`config.mk`:
```
export PLATFORM = sky130hd
export DESIGN_NAME = irq_router
export DESIGN_NICKNAME = d
export VERILOG_FILES = /design/src/rtl/irq_router_pkg.sv /design/src/rtl/irq_src_regs.sv /design/src/rtl/irq_cpu_port.sv /design/src/rtl/irq_router.sv
export SDC_FILE = /design/constraint.sdc
export NUM_CORES = 1
export LEC_CHECK = 0
export ABC_AREA = 1
export BUFFER_PORTS_ARGS = -buffer_cell sky130_fd_sc_hd__buf_2
export CELL_PAD_IN_SITES_DETAIL_PLACEMENT = 0
export CELL_PAD_IN_SITES_GLOBAL_PLACEMENT = 1
export CORE_ASPECT_RATIO = 1.5
export CORE_UTILIZATION = 41
export DETAILED_ROUTE_END_ITERATION = 10
export PLACE_DENSITY = 0.93
export RECOVER_POWER = 25
export SETUP_SLACK_MARGIN = 0.05
export SLEW_MARGIN = 20
export SYNTH_ARGS = -nofsm -noshare
export SYNTH_HDL_FRONTEND = slang
export SYNTH_SLANG_ARGS = --single-unit
```
`constraint.sdc`:
```
create_clock -name clk -period 3.25 [get_ports clk]
set_input_delay 0.975 -clock clk [delete_from_list [all_inputs] [get_ports clk]]
set_output_delay 0.975 -clock clk [all_outputs]
set_load 0.01 [all_outputs]
```
`src/rtl/irq_router_pkg.sv`:
```
// Package irq_router_pkg
// Shared register offsets and code widths for the interrupt router.
// Assumes byte addressing with 32-bit words.
package irq_router_pkg;
    localparam int ID_W                    = 10;
    localparam logic [ID_W-1:0] SPURIOUS_ID = '1;
    localparam int OFS_CTRL    = 'h000;
    localparam int OFS_EN_SET  = 'h030;
    localparam int OFS_EN_CLR  = 'h034;
    localparam int OFS_ACK     = 'h044;
    localparam int OFS_MSK_SET = 'h048;
    localparam int OFS_MSK_CLR = 'h04C;
    localparam int OFS_ROUTE   = 'h100;
endpackage

```
`src/rtl/irq_src_regs.sv`:
```
// Module irq_src_regs
// Holds the global enable bit and the processor routing word of each input.
// Assumes at most one of the enable commands and the route write per cycle.
module irq_src_regs
    import irq_router_pkg::*;
#(
    parameter int NUM_SRC = 32,
    parameter int NUM_CPU = 2,
    localparam int IDX_W  = (NUM_SRC > 1) ? $clog2(NUM_SRC) : 1
) (
    input  logic                             clk,
    input  logic                             rst_n,
    input  logic                             en_set_we,
    input  logic                             en_clr_we,
    input  logic [ID_W-1:0]                  en_idx,
    input  logic                             route_we,
    input  logic [IDX_W-1:0]                 route_idx,
    input  logic [NUM_CPU-1:0]               route_wdata,
    output logic [NUM_SRC-1:0]               en_q,
    output logic [NUM_SRC-1:0][NUM_CPU-1:0]  route_q
);

    for (genvar s = 0; s < NUM_SRC; s++) begin : g_src
        // Per-input enable: set and clear commands compare the full number.
        always_ff @(posedge clk) begin
            if (!rst_n)
                en_q[s] <= 1'b0;
            else if (en_set_we && en_idx == ID_W'(s))
                en_q[s] <= 1'b1;
            else if (en_clr_we && en_idx == ID_W'(s))
                en_q[s] <= 1'b0;
        end

        // Per-input routing word, written whole.
        always_ff @(posedge clk) begin
            if (!rst_n)
                route_q[s] <= '0;
            else if (route_we && route_idx == IDX_W'(s))
                route_q[s] <= route_wdata;
        end
    end

    AST_EN_SET_LANDS: assert property (@(posedge clk) disable iff (!rst_n)
        (en_set_we && int'(en_idx) < NUM_SRC) |=> en_q[$past(en_idx[IDX_W-1:0])]);
    AST_EN_CLR_LANDS: assert property (@(posedge clk) disable iff (!rst_n)
        (en_clr_we && int'(en_idx) < NUM_SRC) |=> !en_q[$past(en_idx[IDX_W-1:0])]);
    AST_EN_RANGE_IGNORED: assert property (@(posedge clk) disable iff (!rst_n)
        ((en_set_we || en_clr_we) && int'(en_idx) >= NUM_SRC) |=> $stable(en_q));

endmodule

```
`src/rtl/irq_cpu_port.sv`:
```
// Module irq_cpu_port
// One processor's view: private mask bits, eligibility of every input and a
// lowest-number-first selector that feeds the acknowledge code and the line.
// Assumes the level inputs are synchronous to clk.
module irq_cpu_port
    import irq_router_pkg::*;
#(
    parameter int NUM_SRC   = 32,
    parameter int TIMER_SRC = 5,
    localparam int IDX_W    = (NUM_SRC > 1) ? $clog2(NUM_SRC) : 1
) (
    input  logic                clk,
    input  logic                rst_n,
    input  logic                mask_set_we,
    input  logic                mask_clr_we,
    input  logic [ID_W-1:0]     mask_idx,
    input  logic [NUM_SRC-1:0]  src_level,
    input  logic [NUM_SRC-1:0]  src_en,
    input  logic [NUM_SRC-1:0]  src_route,
    output logic                irq_o,
    output logic [ID_W-1:0]     ack_id
);

    logic [NUM_SRC-1:0] mask_q;
    logic [NUM_SRC-1:0] elig;

    for (genvar s = 0; s < NUM_SRC; s++) begin : g_src
        // Private mask bit: reset masked, set/clear by input number.
        always_ff @(posedge clk) begin
            if (!rst_n)
                mask_q[s] <= 1'b1;
            else if (mask_set_we && mask_idx == ID_W'(s))
                mask_q[s] <= 1'b1;
            else if (mask_clr_we && mask_idx == ID_W'(s))
                mask_q[s] <= 1'b0;
        end

        if (s == TIMER_SRC) begin : g_timer
            // Timer input: gated by the private mask only.
            always_comb elig[s] = src_level[s] && !mask_q[s];
        end else begin : g_shared
            // Ordinary input: level, enable, route and mask all required.
            always_comb elig[s] = src_level[s] && src_en[s] && src_route[s] && !mask_q[s];
        end
    end

    // Lowest-numbered eligible input wins; none gives the spurious code.
    always_comb begin
        ack_id = SPURIOUS_ID;
        for (int s = NUM_SRC - 1; s >= 0; s--) begin
            if (elig[s])
                ack_id = ID_W'(s);
        end
    end

    // Line is high while any input is eligible.
    always_comb irq_o = |elig;

    AST_MASK_SET_LANDS: assert property (@(posedge clk) disable iff (!rst_n)
        (mask_set_we && int'(mask_idx) < NUM_SRC) |=> mask_q[$past(mask_idx[IDX_W-1:0])]);
    AST_MASK_CLR_LANDS: assert property (@(posedge clk) disable iff (!rst_n)
        (mask_clr_we && int'(mask_idx) < NUM_SRC) |=> !mask_q[$past(mask_idx[IDX_W-1:0])]);
    AST_LINE_HAS_SOURCE: assert property (@(posedge clk) disable iff (!rst_n)
        irq_o |-> (src_level[ack_id[IDX_W-1:0]] && !mask_q[ack_id[IDX_W-1:0]]));
    AST_TIMER_BYPASS: assert property (@(posedge clk) disable iff (!rst_n)
        (src_level[TIMER_SRC] && !mask_q[TIMER_SRC]) |-> irq_o);

endmodule

```
`src/rtl/irq_router.sv`:
```
// Module irq_router
// Top of the interrupt router: decodes the register bus, keeps the shared
// per-input state and instantiates one port per processor.
// Assumes one access per cycle; read data is registered.
module irq_router
    import irq_router_pkg::*;
#(
    parameter int NUM_SRC   = 32,
    parameter int NUM_CPU   = 2,
    parameter int TIMER_SRC = 5,
    parameter int ADDR_W    = 12,
    parameter int DATA_W    = 32,
    localparam int CPU_W    = (NUM_CPU > 1) ? $clog2(NUM_CPU) : 1,
    localparam int IDX_W    = (NUM_SRC > 1) ? $clog2(NUM_SRC) : 1
) (
    input  logic               clk,
    input  logic               rst_n,
    input  logic [NUM_SRC-1:0] irq_src,
    input  logic               bus_valid,
    input  logic               bus_write,
    input  logic [ADDR_W-1:0]  bus_addr,
    input  logic [DATA_W-1:0]  bus_wdata,
    input  logic [CPU_W-1:0]   bus_cpu,
    output logic [DATA_W-1:0]  bus_rdata,
    output logic [NUM_CPU-1:0] irq_cpu
);

    localparam int ROUTE_END = OFS_ROUTE + 4 * NUM_SRC;

    logic                            wr, rd;
    logic                            hit_en_set, hit_en_clr, hit_msk_set, hit_msk_clr;
    logic                            hit_ctrl, hit_ack, hit_route;
    logic [ADDR_W-1:0]               rel_addr;
    logic [IDX_W-1:0]                route_idx;
    logic [NUM_SRC-1:0]              en_q;
    logic [NUM_SRC-1:0][NUM_CPU-1:0] route_q;
    logic [NUM_CPU-1:0][ID_W-1:0]    ack_ids;
    logic                            cpu_ok;
    logic                            sel_irq;
    logic [DATA_W-1:0]               rd_val;

    // Address decode of the shared register port.
    always_comb begin
        wr          = bus_valid && bus_write;
        rd          = bus_valid && !bus_write;
        hit_ctrl    = int'(bus_addr) == OFS_CTRL;
        hit_en_set  = int'(bus_addr) == OFS_EN_SET;
        hit_en_clr  = int'(bus_addr) == OFS_EN_CLR;
        hit_ack     = int'(bus_addr) == OFS_ACK;
        hit_msk_set = int'(bus_addr) == OFS_MSK_SET;
        hit_msk_clr = int'(bus_addr) == OFS_MSK_CLR;
        hit_route   = int'(bus_addr) >= OFS_ROUTE && int'(bus_addr) < ROUTE_END
                      && bus_addr[1:0] == 2'b00;
        rel_addr    = bus_addr - ADDR_W'(OFS_ROUTE);
        route_idx   = rel_addr[IDX_W+1:2];
        cpu_ok      = int'(bus_cpu) < NUM_CPU;
        sel_irq     = cpu_ok && irq_cpu[bus_cpu];
    end

    irq_src_regs #(
        .NUM_SRC (NUM_SRC),
        .NUM_CPU (NUM_CPU)
    ) u_src (
        .clk         (clk),
        .rst_n       (rst_n),
        .en_set_we   (wr && hit_en_set),
        .en_clr_we   (wr && hit_en_clr),
        .en_idx      (bus_wdata[ID_W-1:0]),
        .route_we    (wr && hit_route),
        .route_idx   (route_idx),
        .route_wdata (bus_wdata[NUM_CPU-1:0]),
        .en_q        (en_q),
        .route_q     (route_q)
    );

    for (genvar c = 0; c < NUM_CPU; c++) begin : g_cpu
        logic [NUM_SRC-1:0] route_col;

        // Extract this processor's column of the routing words.
        always_comb begin
            for (int s = 0; s < NUM_SRC; s++)
                route_col[s] = route_q[s][c];
        end

        irq_cpu_port #(
            .NUM_SRC   (NUM_SRC),
            .TIMER_SRC (TIMER_SRC)
        ) u_port (
            .clk         (clk),
            .rst_n       (rst_n),
            .mask_set_we (wr && hit_msk_set && bus_cpu == CPU_W'(c)),
            .mask_clr_we (wr && hit_msk_clr && bus_cpu == CPU_W'(c)),
            .mask_idx    (bus_wdata[ID_W-1:0]),
            .src_level   (irq_src),
            .src_en      (en_q),
            .src_route   (route_col),
            .irq_o       (irq_cpu[c]),
            .ack_id      (ack_ids[c])
        );
    end

    // Read multiplexer over control, acknowledge and routing words.
    always_comb begin
        rd_val = '0;
        if (hit_ctrl)
            rd_val[11:2] = ID_W'(NUM_SRC);
        else if (hit_ack)
            rd_val[ID_W-1:0] = cpu_ok ? ack_ids[bus_cpu] : SPURIOUS_ID;
        else if (hit_route)
            rd_val[NUM_CPU-1:0] = route_q[route_idx];
    end

    // Registered read data, held until the next read.
    always_ff @(posedge clk) begin
        if (!rst_n)
            bus_rdata <= '0;
        else if (rd)
            bus_rdata <= rd_val;
    end

    AST_CTRL_WORD: assert property (@(posedge clk) disable iff (!rst_n)
        (rd && hit_ctrl) |=> (bus_rdata[11:2] == ID_W'(NUM_SRC) && bus_rdata[1:0] == 2'b00));
    AST_IDLE_SPURIOUS: assert property (@(posedge clk) disable iff (!rst_n)
        (rd && hit_ack && !sel_irq) |=> (bus_rdata[ID_W-1:0] == SPURIOUS_ID));
    AST_ACK_HIGH_ZERO: assert property (@(posedge clk) disable iff (!rst_n)
        (rd && hit_ack) |=> (bus_rdata[DATA_W-1:ID_W] == '0));

endmodule

```
---- After elaboration in Yosys (flattened, before gate mapping) ----
Index checks and enable logic that the tools add are counted.
operators by class
  add/sub/neg operators ................... 1
  order comparisons ....................... 4
  eq/ne operators ......................... 67
  muxes and demuxes ....................... 135
  bitwise logic cells ..................... 2
  reduce and logical (&&, ||, !) cells .... 558
operators with widths
  kind                                                  number
  2-to-1 mux 10 bit                                     66
  logical AND 1 bit                                     392
  == test 10 x 5 -> 1 bit, second input constant        16
  OR reduction 2 bit                                    64
  == test 10 x 4 -> 1 bit, second input constant        8
  == test 5 bit, second input constant                  16
  zero test 1 bit                                       65
  OR reduction 32 bit                                   2
  2-to-1 mux 1 bit                                      62
  nonzero test 2 bit                                    31
  == test 10 x 3 -> 1 bit, second input constant        4
  == test 5 x 4 -> 1 bit, second input constant         8
  == test 12 x 8 -> 1 bit, second input constant        3
  == test 12 x 7 -> 1 bit, second input constant        2
  == test 10 x 2 -> 1 bit, second input constant        2
  == test 5 x 3 -> 1 bit, second input constant         4
  2-to-1 mux 8 bit                                      2
  >= comparator 12 x 9 -> 1 bit, second input constant  1
  zero test 12 bit                                      1
  < comparator 12 x 9 -> 1 bit, second input constant   1
  binary-select mux 2 bit (select 5 bit)                1
  == test 10 x 1 -> 1 bit, second input constant        1
  == test 5 x 2 -> 1 bit, second input constant         2
  zero test 10 bit                                      1
  other kinds (8)                                       12
word-level totals
  register bits after elaboration ......... 169
  bits of input ports ..................... 81
  output and inout bits ................... 34
  word-level logic and storage cells ...... 895

---- Depth between registers and ports, before layout ----
Gate-level depths: netlist of run 1.
  word-level depth ........................ 39
  gate-level depth with buffers ........... 36
  gate-level depth less buffers ........... 36

---- Cells and area by module ----
A second synthesis of run 1 with hierarchy kept.
second synthesis, totals
  cell total of the unflattened synthesis .. 1699
  area total of the unflattened synthesis .. 10410.0 µm²
modules (own cells, without submodules)
  module                           times used  cells each  area an instance (µm²)  sequential area each (µm²)
  irq_src_regs                     1           586         4111.4                  1921.8
  irq_cpu_port at g_cpu[0].u_port  1           405         2383.5                  640.6
  irq_cpu_port at g_cpu[1].u_port  1           407         2373.5                  640.6
  irq_router                       1           301         1541.5                  200.2

---- Worst setup path before layout of run 1 ----
No wires, ideal clock.
  path kind ............................... input to output
  start ................................... in irq_src[16]
  end ..................................... out irq_cpu[1]
  data arrival time ....................... 1905 ps
  required time ........................... 2275 ps
  path slack .............................. 370 ps
  stages on the path ...................... 7
  cells stage by stage .................... nand2_1 -> nor3_1 -> nor4_1 -> nand2_1 -> nor3_1 -> nand4_1 -> buf_4
on the way
  cells in the longest elaborated chain, start to end .. 4
ends and longest elaborated chain
  item                            line                text
  from (decl)                     irq_router.sv:18    input logic [NUM_SRC-1:0] irq_src,
  logical AND 1 bit (3 in a row)  irq_cpu_port.sv:43  always_comb elig[s] = src_level[s] && src_en[s] && src_route[s] && !mask_q[s];
  OR reduction 32 bit             irq_cpu_port.sv:57  always_comb irq_o = |elig;
  to (decl)                       irq_router.sv:25    output logic [NUM_CPU-1:0] irq_cpu
No other way between the ends.

---- Worst setup path in the final report of run 1 ----
  start ................................... in irq_src[18]
  end ..................................... out irq_cpu[0]
Same word-level chain as after synthesis.

==> impl_metrics.csv, run 1 <==
group,metric,value,unit
sta,tightest_slew,0.800,ns
clock_tree,clk_pin_slew_worst_paths,0.06,ns
critical_path,crit_required,2.27,ns
cells_and_area,multiInputGateArea,4390,um^2
routing,vias,9174,
clock_tree,clock-sinks,166,
pwr,irDropWorstVdd,0.355,mV
synthesis,synth.avg_cell_area,6.34,um^2
critical_path,crit_path_max_fanout,2,
critical_path,endpoint,"irq_cpu[0]",
synthesis,ys_seq_area_share,38.8,%
synthesis,synth_ff_type,"dfxtp_1",
cells_and_area,fillers,2063,
grt,antenna_found_initial,0,
critical_path,reg2reg_from,"u_src.en_q[21]$_SDFFE_PN0P_",
critical_path,r2r_slack,0.45,ns
die,ios,115,
die,die-area,21500,um^2
placement,dp_worst_setup_slack,-0.281,ns
synthesis,synth_area_leader_cell,"dfxtp_1",
critical_path,setup.worst_path.class,"in2out",
sta,timing.fmax,304,MHz
critical_path,cp.arrival,2.32,ns
cells_and_area,fin_nets,1528,
sta,drv_slew,0,
grt,grt_max_degree,70,
clock_tree,cts_tree,"built",
clock_tree,clockBufferDepth,2,
synthesis,netlist.area_leader.share,38.8,%
die,core_area,20400,um^2
synthesis,ys_seq_elements,166,
sta,final.setup.worst_slack,-0.0410,ns
synthesis,synth_warnings,0,
placement,io_buffer_count,70,
pwr,power_density,425,nW/um^2
synthesis,synth-async-reset-ratio,0,%
synthesis,synth_cells,1351,
routing,drt_first_iter_violations,747,
clock_tree,htreeDepth,4,
flow_run,drv_cap,0,
routing,drc,0,
cells_and_area,synthToLayoutAreaGrowth,20.7,%
pwr,fin_total_pwr,4.40,mW
sta,hold_violations,0,
synthesis,yosysMostFrequentCell,"nand2_1",
routing,drt-total-wl,29.1,mm
cells_and_area,post-route-util,50.6,%
grt,gr-total-overflow,0,
sta,period_needed,3.29,ns
routing,ant_nets,0,
hold_path,hold_path_class,"reg2reg",
outcome,status,"finished, violations left",
placement,dp_hpwl,21.1,mm
grt,grt_pass1_wl,44.8,mm
sta,slew_headroom,46.6,%
placement,place.gp.congestion,0.886,
synthesis,synth_edf_count,0,
grt,grt_pass1_vias,8788,
pwr,power_leakage,3.93,nW
routing,drtPass1Iterations,5,
outcome,violations,"setup timing",
critical_path,crit_start,"irq_src[18]",
die,die_y,179,um
cells_and_area,seq_area,3320,um^2
grt,grt_util_all_layers,27.6,%
die,initial_core_util,41.9,%
synthesis,netlist_top_cells_count,"291 x nand2_1, 192 x inv_1, 170 x a21oi_1",
sta,period_share,101,%
cells_and_area,final_layout_size_suffix_gt1_share,14.9,%
synthesis,yosysUniqueCellTypes,22,
die,fp.dieW,120,um
synthesis,syn_area,8570,um^2
sta,finClkSkew,0.0108,ns
clock_tree,clk-insertion-delay-late,0.44,ns
sta,rsz0062_at_grt,"yes",
critical_path,end_kind,"output pin",
critical_path,cp-start-kind,"input pin",
critical_path,reg2reg_to,"bus_rdata[3]$_SDFFE_PN0P_",
sta,setup_viol,2,
routing,via_per_inst,5.32,
critical_path,reg2reg_depth,22,
clock_tree,cts.root.buffer_cell,"clkbuf_16",
synthesis,synthTopCellsByArea,"dfxtp_1 39%, nand2_1 13%, a21oi_1 9.9%",
clock_tree,cts_buffers,17,
cells_and_area,insertedDiodeCount,0,
routing,wire_per_inst,16.9,um
die,rows,64,
through the flow:
step	cells	hold slack (ns)	cell area [um^2]	TNS [ns]
after CTS	1723	0.458	10200	-0.153
final	1723	0.460	10300	-0.0528
after detailed placement	1679	0.450	9370	-0.590
after floorplan	1372	0.425	8640	0
after global routing	1723	0.484	10300	-0.202
after global placement	1679	0.443	9370	-0.506
final cells by class:
type                            count  share of cell area, %
Inverter                          203                   7.37
Sequential cell                   166                   32.1
Multi-Input combinational cell    919                   42.5
Clock inverter                     11                   1.45
Timing Repair Buffer              140                   9.02
Tap cell                          264                   3.19
Clock buffer                       20                   4.32
critical path: stages:
cell and delay [ns]:
buf_2 0.10, nand2_2 0.08, nor3_1 0.09, nor4_2 0.28, buf_4 0.20, nand2_4 0.07, nor3_4 0.11, nand4_1 0.19
buf_2 0.21
logic make-up after synthesis:
logic type | share of synthesized area, %
AO/OA/AOI/OAI | 22.8
AND/OR/NAND/NOR | 24.5
buffers and inverters | 13.8
other | 0.0438
flip-flops | 38.8
state kept, by name, indices dropped and copies added, names as in the netlist:
register             cells
g_cpu.u_port.mask_q     64
u_src.route_q           64
u_src.en_q              31
bus_rdata                7
report_power, final:
group / internal (mW) / leakage [nW] / total, mW / switching, mW
Combinational: 0.0921 / 2.30 / 0.277 / 0.185
Clock: 1.23 / 0.286 / 2.09 / 0.859
Sequential: 2.03 / 1.34 / 2.03 / 0.000582
Total: 3.35 / 3.93 / 4.40 / 1.04
worst min-delay path by stage:
stage,slack [ns],depth (start not counted),to,startpoint
2_1_floorplan,0.43,2,u_src.route_q[10]$_SDFFE_PN0P_,u_src.route_q[10]$_SDFFE_PN0P_
3_3_place_gp,0.44,2,u_src.route_q[11]$_SDFFE_PN0P_,u_src.route_q[11]$_SDFFE_PN0P_
3_5_place_dp,0.45,2,u_src.route_q[10]$_SDFFE_PN0P_,u_src.route_q[10]$_SDFFE_PN0P_
4_1_cts,0.46,2,u_src.route_q[10]$_SDFFE_PN0P_,u_src.route_q[10]$_SDFFE_PN0P_
5_1_grt,0.48,2,g_cpu[1].u_port.mask_q[26]$_SDFFE_PP1P_,g_cpu[1].u_port.mask_q[26]$_SDFFE_PP1P_
6_report,0.46,2,u_src.route_q[10]$_SDFFE_PN0P_,u_src.route_q[10]$_SDFFE_PN0P_
timing repair:
action / in CTS / in global routing
hold buffers: 0 / 0
endpoints found under the setup margin: 2 / 4
gates resized for setup: 35 / 32
buffers inserted: 13 / 2
pin swaps: 15 / 21
layout by cell type, fill, tap and decap left out, drive strengths merged:
cell type,n
inv,204
nand3,21
nand3b,1
clkbuf,30
nor4,7
o21ai,178
clkinvlp,2
clkinv,5
nand4,8
nand2,291
buf,130
o22ai,32
nor2,126
bufinv,3
conb,22
a21oi,170
nor3,59
or3,3
a32o,1
dfxtp,166
per-layer routing:
metal | routed length [um] | track usage, %
met1 | 11500 | 31.4
met2 | 14300 | 47.7
met3 | 1710 | 3.91
met4 | 1600 | 18.2
met5 | 0 | 0
No activity file was read; power rests on OpenSTA's default activity.
==> run 2, diff against run 1 <==
--- a/config.mk
+++ b/config.mk
@@ -11,11 +11,13 @@
 export CELL_PAD_IN_SITES_GLOBAL_PLACEMENT = 1
 export CORE_ASPECT_RATIO = 1.5
 export CORE_UTILIZATION = 41
+export CTS_CLUSTER_SIZE = 16
 export DETAILED_ROUTE_END_ITERATION = 10
-export PLACE_DENSITY = 0.93
+export PLACE_DENSITY = 0.92
 export RECOVER_POWER = 25
 export SETUP_SLACK_MARGIN = 0.05
 export SLEW_MARGIN = 20
 export SYNTH_ARGS = -nofsm -noshare
 export SYNTH_HDL_FRONTEND = slang
+export SYNTH_HIERARCHICAL = 1
 export SYNTH_SLANG_ARGS = --single-unit
==> run 2 against run 1 <==
  * The flow now finishes without violations
  * Sequential share of layout area fell by 4.3 points
  * Clock power fell by 9.6%
  * First-iteration DRC count rose by 41%
  * Largest cell class unchanged
==> impl_metrics.csv, run 2 <==
group,metric,value,unit
outcome,status,"finished, final reports clean",
critical_path,cpMostUsedCell,"nor2_4",
sta,hold_slack,0.459,ns
sta,tightest_slew,0.751,ns
critical_path,path_buf_inv,2,
clock_tree,htreeDepth,4,
placement,io_buffer_count,70,
routing,drtPass1Iterations,5,
critical_path,crit_path_max_fanout,2,
clock_tree,clk-insertion-delay-late,0.44,ns
synthesis,synth_cells,1693,
routing,wl_met2,17.7,mm
die,ios,115,
sta,slew_headroom,49.9,%
cells_and_area,insertedDiodeCount,0,
die,die-area,25900,um^2
clock_tree,ctsHoldBuffers,0,
routing,dr_wl_met3,1.81,mm
placement,dp_worst_setup_slack,-0.0807,ns
critical_path,cp.arrival,2.24,ns
hold_path,hold_path_class,"reg2reg",
pwr,irDropWorstVdd,0.373,mV
placement,placed_cell_area,11300,um^2
sta,finClkSkew,0.00956,ns
cells_and_area,synthToLayoutAreaGrowth,17.3,%
routing,drt-total-wl,37.4,mm
grt,grt_util_all_layers,28.7,%
placement,dp_hpwl,28.6,mm
grt,grt_max_degree,82,
sta,period_share,99.0,%
clock_tree,cts_tree,"built",
sta,setup_tns,0,ns
cells_and_area,fillers,2551,
die,core_area,24600,um^2
critical_path,setup.worst_path.class,"reg2out",
placement,place.gp.congestion,0.977,
critical_path,crit_required,2.27,ns
grt,antenna_found_initial,0,
pwr,power_leakage,5.25,nW
die,die_y,197,um
critical_path,path_delay_family,"simple AND/OR/NAND/NOR gates",
synthesis,syn_area,10400,um^2
routing,drt-met1-wl,14.2,mm
cells_and_area,layout_commonest_cell,"nand2_1",
sta,setup_viol,0,
sta,final.setup.worst_slack,0.0334,ns
routing,via_per_inst,5.40,
die,initial_core_util,42.1,%
pwr,power_density,355,nW/um^2
die,fp.dieW,132,um
flow_run,drv_cap,0,
grt,grt_pass1_vias,10500,
routing,vias,11500,
critical_path,cp-start-kind,"register",
sta,drv_slew,0,
routing,drt_first_iter_violations,1052,
critical_path,cp_cell_sequence,"nor2_1, and3_4, nor2_4, nand2_2, nor2_4, nand4_1, nor2_2, inv_1, buf_2",
sta,hold_violations,0,
pwr,fin_total_pwr,4.32,mW
critical_path,critical-path-slowest-cell,"dfxtp_1",
cells_and_area,final_area,12200,um^2
die,rows,70,
sta,timing.fmax,311,MHz
grt,gr-total-overflow,0,
synthesis,synth.avg_cell_area,6.12,um^2
routing,ant_nets,0,
grt,grt_pass1_wl,56.3,mm
sta,rsz0062_at_grt,"yes",
critical_path,end_kind,"output pin",
cells_and_area,top_regs,"g_cpu.u_port/mask_q x64, u_src/route_q x64, u_src/en_q x31",
clock_tree,clk_pin_slew_worst_paths,0.07,ns
synthesis,synth_warnings,6,
clock_tree,clockBufferDepth,2,
clock_tree,clock-sinks,169,
cells_and_area,final_layout_size_suffix_gt1_share,14.6,%
clock_tree,cts_buffers,17,
routing,dr.max_layer_used,"met4",
cells_and_area,fin_nets,1865,
clock_tree,cts.root.buffer_cell,"clkbuf_16",
routing,wire_per_inst,17.6,um
critical_path,max_stage_delay,0.47,ns
routing,drc,0,
cells_and_area,most-common-layout-cells,"423 x nand2_1, 275 x nand3_1, 221 x nor2_1",
sta,period_needed,3.22,ns
## run 2: area by class of cell
type                       count  area [um^2]  area share [%]
multi-input combinational   1236         5920            48.7
inverter                     207          791            6.50
clock buffer                  20          457            3.76
timing repair buffer         153         1120            9.24
clock inverter                12         75.1           0.617
sequential                   169         3380            27.8
tap                          324          405            3.33
## run 2: worst paths after layout
check | from | end | slack, ns | cells after the start
worst max register to register | g_cpu[0].u_port/mask_q[19]$_SDFFE_PP1P_ | bus_rdata[2]$_SDFFE_PN0P_ | 0.28 | 20
worst min register to register | g_cpu[1].u_port/mask_q[22]$_SDFFE_PP1P_ | g_cpu[1].u_port/mask_q[22]$_SDFFE_PP1P_ | 0.46 | 2
worst min-delay path | g_cpu[1].u_port/mask_q[22]$_SDFFE_PP1P_ | g_cpu[1].u_port/mask_q[22]$_SDFFE_PP1P_ | 0.46 | 2
worst max-delay path | g_cpu[0].u_port/mask_q[20]$_SDFFE_PP1P_ | irq_cpu[0] | 0.03 | 9
## run 2: what timing repair did
| action | in CTS | in global routing |
|---|---|---|
| pin swaps | 11 | 16 |
| resized for setup | 37 | 24 |
| setup buffers | 14 | 4 |
| setup endpoints to repair | 2 | 3 |
## run 2: per-stage QoR
stage | util (%) | instances
after floorplan | - | 1714
after global placement | 45.9 | 2071
after detailed placement | 45.9 | 2071
after CTS | 49.1 | 2117
after global routing | 49.4 | 2121
final | 49.4 | 2121
## run 2: power breakdown
group	total [mW]	internal, mW	switching (mW)
logic	0.358	0.0902	0.268
clock network	1.89	1.01	0.876
registers	2.07	2.07	0.000424
total	4.32	3.17	1.15
## run 2: worst register-to-register path, stage by stage, from the launching register on
cell and delay (ns):
dfxtp_1 0.41, nor2_1 0.10, and3_4 0.17, nor2_4 0.09, nand2_2 0.08, buf_4 0.13
buf_4 0.12, buf_4 0.12, buf_4 0.12, buf_4 0.12, buf_4 0.12, buf_4 0.12
buf_4 0.12, buf_4 0.12, buf_4 0.12, buf_4 0.13, nor2_4 0.14, o21bai_1 0.09
a31oi_1 0.26, o211ai_1 0.12, a21oi_1 0.12
## run 2: per-layer routing
| metal | GRT usage [%] | vias to the layer above |
|---|---|---|
| met4 | 28.0 | 0 |
| met3 | 3.70 | 147 |
| met5 | 0 | - |
| met2 | 48.3 | 471 |
| li1 | - | 5581 |
| met1 | 30.9 | 5264 |
==> run 3, diff against run 2 <==
--- a/config.mk
+++ b/config.mk
@@ -7,6 +7,7 @@
 export LEC_CHECK = 0
 export ABC_AREA = 1
 export BUFFER_PORTS_ARGS = -buffer_cell sky130_fd_sc_hd__buf_2
+export CAP_MARGIN = 10
 export CELL_PAD_IN_SITES_DETAIL_PLACEMENT = 0
 export CELL_PAD_IN_SITES_GLOBAL_PLACEMENT = 1
 export CORE_ASPECT_RATIO = 1.5
==> constraint.sdc (replaced) <==
create_clock -name clk -period 3.1 [get_ports clk]
set_input_delay 0.93 -clock clk [delete_from_list [all_inputs] [get_ports clk]]
set_output_delay 0.93 -clock clk [all_outputs]
set_load 0.01 [all_outputs]
==> run 3 against run 2 <==
  * Global-route usage rose by 0.16 points
  * Sequential power rose by 5%
  * Largest cell class unchanged
  * First-iteration DRC count rose by 17%
  * Register-to-register slack improved by 0.19 ns
  * Die area did not move
==> impl_metrics.csv, run 3 (same netlist as run 2, synthesis figures left out) <==
group,metric,value,unit
critical_path,cp-start-kind,"input pin",
clock_tree,clk-insertion-delay-late,0.45,ns
grt,gr-total-overflow,0,
sta,hold_violations,0,
placement,dp_worst_setup_slack,-0.0952,ns
critical_path,crit_required,2.17,ns
pwr,power_density,390,nW/um^2
sta,timing.fmax,334,MHz
clock_tree,clk_pin_slew_worst_paths,0.07,ns
grt,antenna_found_initial,0,
hold_path,hold_path_class,"reg2reg",
placement,dp.cells,2080,
critical_path,r2r_slack,0.47,ns
sta,finClkSkew,0.0102,ns
critical_path,setup.worst_path.class,"in2out",
grt,grt_max_degree,82,
cells_and_area,fillers,2495,
sta,period_needed,3.00,ns
cells_and_area,synthToLayoutAreaGrowth,18.3,%
routing,via_per_inst,5.30,
critical_path,cp.arrival,2.07,ns
clock_tree,cts.root.buffer_cell,"clkbuf_16",
clock_tree,cts_buffers,17,
routing,drtPass1Iterations,6,
die,die_y,197,um
placement,dp_hpwl,28.7,mm
outcome,status,"finished, final reports clean",
pwr,irDropWorstVdd,0.405,mV
cells_and_area,layout_commonest_cell,"nand2_1",
flow_run,drv_cap,0,
cells_and_area,most-common-layout-cells,"419 x nand2_1, 276 x nand3_1, 216 x nor2_1",
critical_path,crit_path_max_fanout,2,
cells_and_area,insertedDiodeCount,0,
critical_path,reg2reg_to,"bus_rdata[0]$_SDFFE_PN0P_",
cells_and_area,fin_cells,2121,
placement,io_buffer_count,70,
critical_path,crit_start,"irq_src[18]",
die,fp.dieW,132,um
die,ios,115,
clock_tree,htreeDepth,4,
cells_and_area,final_layout_size_suffix_gt1_share,15.6,%
routing,wire_per_inst,17.6,um
sta,hold_slack,0.460,ns
clock_tree,ctsHoldBuffers,0,
die,core_area,24600,um^2
critical_path,endpoint,"irq_cpu[1]",
sta,drv_slew,0,
sta,rsz0062_at_grt,"yes",
grt,grt_pass1_wl,56.3,mm
clock_tree,cts_tree,"built",
routing,ant_nets,0,
routing,drc,0,
sta,final.setup.worst_slack,0.104,ns
grt,grt_pass1_vias,10200,
clock_tree,clockBufferDepth,2,
sta,slew_headroom,30.0,%
placement,place.gp.congestion,0.966,
pwr,fin_total_pwr,4.79,mW
routing,drt-total-wl,37.4,mm
critical_path,end_kind,"output pin",
routing,vias,11200,
routing,drt_first_iter_violations,1228,
clock_tree,clock-sinks,169,
sta,tightest_slew,1.05,ns
die,rows,70,
hold_path,min-delay-start,"g_cpu[0].u_port/mask_q[10]$_SDFFE_PP1P_",
critical_path,reg2reg_depth,35,
critical_path,reg2reg_from,"u_src/route_q[60]$_SDFFE_PN0P_",
sta,period_share,96.7,%
pwr,power_leakage,5.24,nW
die,initial_core_util,42.1,%
cells_and_area,top_regs,"g_cpu.u_port/mask_q x64, u_src/route_q x64, u_src/en_q x31",
sta,setup_viol,0,
grt,grt_util_all_layers,28.9,%
cells_and_area,fin_nets,1865,
sta,setup_tns,0,ns
die,die-area,25900,um^2
-- run 3: area by class of cell --
class	instances	area (um^2)	area share, %
inverters	207	791	6.45
clock buffers	21	460	3.75
flip-flops and latches	169	3380	27.6
repair buffers	153	1110	9.04
multi-input cells	1236	5970	48.7
clock inverters	11	145	1.18
well taps	324	405	3.31
-- run 3: worst min path at each step --
stage                                         endpoint  slack (ns)  cells after the start
6_report       g_cpu[0].u_port/mask_q[10]$_SDFFE_PP1P_        0.46                      2
5_1_grt        g_cpu[1].u_port/mask_q[16]$_SDFFE_PP1P_        0.48                      2
4_1_cts        g_cpu[1].u_port/mask_q[22]$_SDFFE_PP1P_        0.46                      2
3_5_place_dp   g_cpu[1].u_port/mask_q[19]$_SDFFE_PP1P_        0.44                      2
3_3_place_gp   g_cpu[1].u_port/mask_q[18]$_SDFFE_PP1P_        0.44                      2
2_1_floorplan  g_cpu[0].u_port/mask_q[31]$_SDFFE_PP1P_        0.43                      2
-- run 3: layer usage --
metal  global-route usage (%)  routed length [um]
met5                        0                   0
met2                     50.2               18200
met3                     2.96                1780
met1                     32.6               14500
met4                     21.7                2920
-- run 3: through the flow --
step / area (um^2) / utilization [%]
final: 12300 / 49.8
after global routing: 12300 / 49.8
after CTS: 12100 / 49.0
after detailed placement: 11400 / 46.2
after global placement: 11400 / 46.2
after floorplan: 10400 / -
-- run 3: timing repair --
item | 4_1_cts | 5_1_grt
buffers inserted | 4 | 5
pin swaps | 16 | 23
endpoints found under the setup margin | 2 | 2
gates resized for setup | 19 | 59
-- run 3: power breakdown --
group          leakage (nW)  internal (mW)  switching [mW]  total, mW
logic                  3.59         0.0909           0.282      0.373
clock network         0.289           1.31           0.933       2.24
registers              1.36           2.17        0.000458       2.17
-- run 3: worst max-delay path: stages --
cell     delay, ns
buf_2         0.13
and3_4        0.18
nor2_4        0.12
nand2_2       0.07
nor2_2        0.11
nand4_1       0.10
buf_6         0.16
nor2_4        0.08
inv_1         0.04
buf_2         0.13
